<file path="config.mk">
export PLATFORM = sky130hd
export DESIGN_NAME = burst_addr_seq
export DESIGN_NICKNAME = d
export VERILOG_FILES = /design/src/rtl/burst_seq_pkg.sv /design/src/rtl/burst_ctl.sv /design/src/rtl/beat_ctr.sv /design/src/rtl/addr_map.sv /design/src/rtl/burst_addr_seq.sv
export SDC_FILE = /design/constraint.sdc
export NUM_CORES = 1
export LEC_CHECK = 0
export BUFFER_PORTS_ARGS = -buffer_cell sky130_fd_sc_hd__buf_2
export CAP_MARGIN = 30
export CELL_PAD_IN_SITES_DETAIL_PLACEMENT = 0
export CELL_PAD_IN_SITES_GLOBAL_PLACEMENT = 1
export CORE_MARGIN = 3
export CORE_UTILIZATION = 34
export CTS_CLUSTER_DIAMETER = 120
export DETAILED_ROUTE_END_ITERATION = 7
export PLACE_DENSITY = 0.89
export SYNTH_ARGS = -nofsm -noshare
export SYNTH_HDL_FRONTEND = slang
export SYNTH_HIERARCHICAL = 1
export SYNTH_SLANG_ARGS = --single-unit
</file>
<file path="constraint.sdc">
create_clock -name clk -period 1.4 [get_ports clk]
set_clock_uncertainty 0.15 [all_clocks]
set_input_delay 0.28 -clock clk [delete_from_list [all_inputs] [get_ports clk]]
set_output_delay 0.28 -clock clk [all_outputs]
set_load 0.02 [all_outputs]
</file>
<file path="src/rtl/burst_seq_pkg.sv">
package burst_seq_pkg;
  // Per-edge decisions handed from the control decode to the datapath.
  typedef struct packed {
    logic load;   // capture external address, clear beat count
    logic step;   // advance beat count by one
  } seq_cmd_t;

  // Burst kind remembered between edges.
  typedef enum logic {
    BURST_READ  = 1'b0,
    BURST_WRITE = 1'b1
  } burst_kind_e;
endpackage

</file>
<file path="src/rtl/burst_ctl.sv">
module burst_ctl
  import burst_seq_pkg::*;
(
  input  logic     clk,
  input  logic     rst_n,
  input  logic     proc_strb_n,
  input  logic     ctrl_strb_n,
  input  logic     adv_n,
  input  logic     wbyte_n,
  output seq_cmd_t cmd
);
  burst_kind_e kind_q, kind_d;
  logic        any_strb;

  assign any_strb = !proc_strb_n || !ctrl_strb_n;

  // Burst kind: processor strobe forces read, controller strobe samples
  // the byte qualifier, any later byte select turns the burst into a write.
  always_comb begin
    kind_d = kind_q;
    if (!proc_strb_n)      kind_d = BURST_READ;
    else if (!ctrl_strb_n) kind_d = wbyte_n ? BURST_READ : BURST_WRITE;
    else if (!wbyte_n)     kind_d = BURST_WRITE;
  end

  always_ff @(posedge clk) begin
    if (!rst_n) kind_q <= BURST_READ;
    else        kind_q <= kind_d;
  end

  always_comb begin
    cmd.load = any_strb;
    cmd.step = !any_strb && !adv_n && ((kind_d == BURST_READ) || !wbyte_n);
  end
endmodule

</file>
<file path="src/rtl/beat_ctr.sv">
module beat_ctr #(
  parameter int BEAT_W = 2
) (
  input  logic              clk,
  input  logic              rst_n,
  input  logic              clear,
  input  logic              step,
  output logic [BEAT_W-1:0] beat
);
  always_ff @(posedge clk) begin
    if (!rst_n)     beat <= '0;
    else if (clear) beat <= '0;
    else if (step)  beat <= beat + 1'b1;
  end
endmodule

</file>
<file path="src/rtl/addr_map.sv">
module addr_map #(
  parameter int ADDR_W = 20,
  parameter int BEAT_W = 2
) (
  input  logic [ADDR_W-1:0] base,
  input  logic [BEAT_W-1:0] beat,
  input  logic              ilv_sel,
  output logic [ADDR_W-1:0] addr
);
  logic [BEAT_W-1:0] lin_lo;
  logic [BEAT_W-1:0] ilv_lo;

  assign lin_lo = base[BEAT_W-1:0] + beat;

  for (genvar i = 0; i < BEAT_W; i++) begin : g_ilv
    assign ilv_lo[i] = base[i] ^ beat[i];
  end

  assign addr = {base[ADDR_W-1:BEAT_W], ilv_sel ? ilv_lo : lin_lo};
endmodule

</file>
<file path="src/rtl/burst_addr_seq.sv">
module burst_addr_seq
  import burst_seq_pkg::*;
#(
  parameter int ADDR_W = 20,
  parameter int BEAT_W = 2
) (
  input  logic              clk,
  input  logic              rst_n,
  input  logic              proc_strb_n,
  input  logic              ctrl_strb_n,
  input  logic              adv_n,
  input  logic              wbyte_n,
  input  logic              ilv_sel,
  input  logic [ADDR_W-1:0] ext_addr,
  output logic [ADDR_W-1:0] burst_addr
);
  seq_cmd_t          cmd;
  logic [ADDR_W-1:0] base_q;
  logic [BEAT_W-1:0] beat;

  burst_ctl u_ctl (
    .clk(clk), .rst_n(rst_n),
    .proc_strb_n(proc_strb_n), .ctrl_strb_n(ctrl_strb_n),
    .adv_n(adv_n), .wbyte_n(wbyte_n), .cmd(cmd)
  );

  always_ff @(posedge clk) begin
    if (!rst_n)        base_q <= '0;
    else if (cmd.load) base_q <= ext_addr;
  end

  beat_ctr #(.BEAT_W(BEAT_W)) u_beat (
    .clk(clk), .rst_n(rst_n), .clear(cmd.load), .step(cmd.step), .beat(beat)
  );

  addr_map #(.ADDR_W(ADDR_W), .BEAT_W(BEAT_W)) u_map (
    .base(base_q), .beat(beat), .ilv_sel(ilv_sel), .addr(burst_addr)
  );
endmodule

</file>
==> summary.md <==
| Metric | Value |
|---|---|
| Status | `complete, but fails checks` |
| Failing checks | `setup timing` |
| Unrepaired setup endpoints after global routing | `yes` |
| Count of clock tree sinks | `23` |
| Fmax | `607 MHz` |
| Slew @ Worst Pin | `290 ps` |
| Worst hold path depth | `2` |
| Min Tclk post-route | `1650 ps` |
| Gpl congestion | `0.635` |
| Final Instance Area | `0.00128 mm^2` |
| H-tree depth | `1` |
| Leak | `0.667 nW` |
| Post-Syn Area | `0.00107 mm^2` |
| Worst path arrival time | `1220 ps` |
| GRT Total Usage | `10.3%` |
| Final setup fails | `2` |
| Design Power | `1.24 mW` |
| Post-synthesis register bit count | `23` |
| Setup CP Type | `flop to output port` |
| Router iterations before antenna repair | `2` |
| Worst Path Max Fanout | `2` |
| Initial Util | `37.2%` |
| IO Pins | `47` |
| Worst r2r src | `u_ctl/kind_q` |
| Headroom to the max-slew limit | `80.7%` |
| # port buffers | `46` |
| Core Util, Final | `44.6%` |
| R2r endpoint | `u_beat/beat[1]` |
| Reg clk slew, reported paths | `120 ps` |
| CTS tree | `done` |
| Post-route antenna net violation count | `0` |
| Vias | `728` |
| Layout net count | `159` |
| Crit end category | `output port` |
| Synth unique cells | `17` |
| Reg2Reg Setup Slack | `270 ps` |
| Cts bufs inserted | `3` |
| Post-Place Setup Slack | `4.12 ps` |
| Die area | `0.00386 mm^2` |
| DR WL/cell | `11.1 um` |
| Number of instances in the placed design | `168` |
| Grt total ovfl | `0` |
| Root buffer cell | `clkbuf_4` |
| CP Launch Type | `flop` |
| Max-slew violations | `0` |
| Skew-Pair Late Insertion Delay | `300 ps` |
| Die W | `62.1 um` |
| Share of post-route cells with drive strength above 1 | `46.9%` |
| Core area | `0.00288 mm^2` |
| Iter 0 DRT Violations | `8` |
| # DRC | `0` |
| Fillers | `279` |
| DP HPWL | `1460 um` |
| Cell Area, Placed | `0.00122 mm^2` |
| Total of warnings raised by yosys | `6` |
| Diodes inserted | `0` |
| Final hold violation count | `0` |
| Initial antenna violation count | `0` |
| Pwr/cell area | `970 mW/mm^2` |
| Worst reg2reg path depth | `3` |
| Final non-filler cell total | `172` |
| Synth-to-layout area growth | `19.7%` |
| WL final | `1910 um` |
| Num rows | `19` |
| Hold path start | `wbyte_n` |
| Worst Hold End | `u_ctl/kind_q` |
| Hold/Removal Path Class | `primary input to flop` |
| Final Cycle Share | `118%` |
| CTS max path bufs | `2` |
| Setup bufs post-CTS | `0` |
| Vias in the first global route | `766` |
| Die Ht | `62.1 um` |
| Largest net degree at the start of global routing | `23` |
| First-pass GRT wire length | `3320 um` |
| Maxcap violations | `0` |
| Post-Syn Nets | `129` |
| Max rail drop VDD | `426 uV` |
| Synth Area per Inst | `10.6 um^2` |
| Via/cell ratio | `4.23` |
| CP Data Required Time | `970 ps` |
| Synthesized netlist cell count | `101` |
| Seq/Total Area, Yosys | `43.0%` |
| Worst Slack Setup Final | `-246 ps` |
==> how the worst max path moves through the flow <==
stage / from / end / slack [ps] / cells after the start
final: u_beat/beat[0] / burst_addr[1] / -250 / 4
after global routing: u_beat/beat[0] / burst_addr[1] / -310 / 4
after CTS: base_q[0] / burst_addr[1] / -260 / 4
after detailed placement: base_q[0] / burst_addr[1] / 4 / 4
after global placement: u_beat/beat[0] / burst_addr[1] / 30 / 4
after floorplan: u_beat/beat[0] / burst_addr[1] / 70 / 3
==> cells in the final DEF (no fill, tap or decap), types with 2 or more instances in the layout <==
| master | instances |
|---|---|
| buf_2 | 44 |
| dfxtp_1 | 21 |
| mux2i_1 | 20 |
| nor2b_1 | 20 |
| clkbuf_4 | 3 |
| dfxtp_2 | 2 |
| buf_4 | 2 |
| nand2_1 | 2 |
| xnor2_2 | 2 |
==> flip-flops by register name, indices dropped and copies added (netlist names) <==
register / cells
base_q: 20
u_beat/beat: 2
u_ctl/kind_q: 1
==> kinds of logic (layout without fill, tap and decap cells) <==
family / Yosys count / in the layout / share of synthesized area [%]
fa+ha+maj: 1 / 1 / 1.17
buf+inv: 23 / 52 / 16.1
xor+xnor: 3 / 3 / 2.45
compound gates: 4 / 4 / 3.39
flops: 23 / 23 / 43.0
mux: 20 / 20 / 18.7
simple gates: 27 / 27 / 15.2
==> synth_stat cells <==
cell      instances  area share, %
nand2b_1          1           0.58
a211oi_2          1            1.2
nand2_1           2           0.70
xnor2_1           3            2.5
mux2i_1          20             19
a21oi_1           1           0.47
a21oi_2           1           0.82
buf_6             2            2.1
buf_4            19             13
nor2b_1          21             12
ha_1              1            1.2
a21bo_1           1           0.93
clkbuf_1          2           0.70
nand2_2           1           0.58
nand3b_1          1           0.70
nor2_1            1           0.35
dfxtp_1          23             43
==> power breakdown <==
part	switching [mW]	internal [mW]
Sequential	0.0191	0.694
Combinational	0.122	0.112
Clock	0.191	0.106
Total	0.332	0.912
==> routing by layer <==
layer / track usage [%] / wire length [um]
met5: 0 / 0
met4: 3.31 / 0
met3: 3.06 / 185
met2: 18.0 / 927
met1: 12.0 / 794
==> what timing repair did <==
action | CTS | global route
hold endpoints to repair | 0 | 0
resized for setup | 9 | 1
pin swaps | 0 | 0
gates cloned | 0 | 0
hold buffers | 0 | 0
setup endpoints to repair | 2 | 2
==> per-stage QoR <==
step	hold slack [ps]	setup TNS, ps
final	23.6	-291
after global routing	13.6	-393
after CTS	0.280	-329
after detailed placement	321	0
after global placement	308	0
after floorplan	217	0
==> final cells by class <==
class	instances	area, um^2	area share [%]
multi-input combinational	55	473	36.9
sequential	23	463	36.1
tap	42	52.6	4.10
clock buffer	3	22.5	1.76
clock inverter	1	5.00	0.390
timing repair buffer	48	267	20.8
==> critical path, stage by stage (launching register included) <==
cell and delay (ps):
dfxtp_2 370, ha_4 130, nor2b_4 150, xnor2_2 110
buf_4 160
Note: power is estimated with default switching activity, not from simulation.
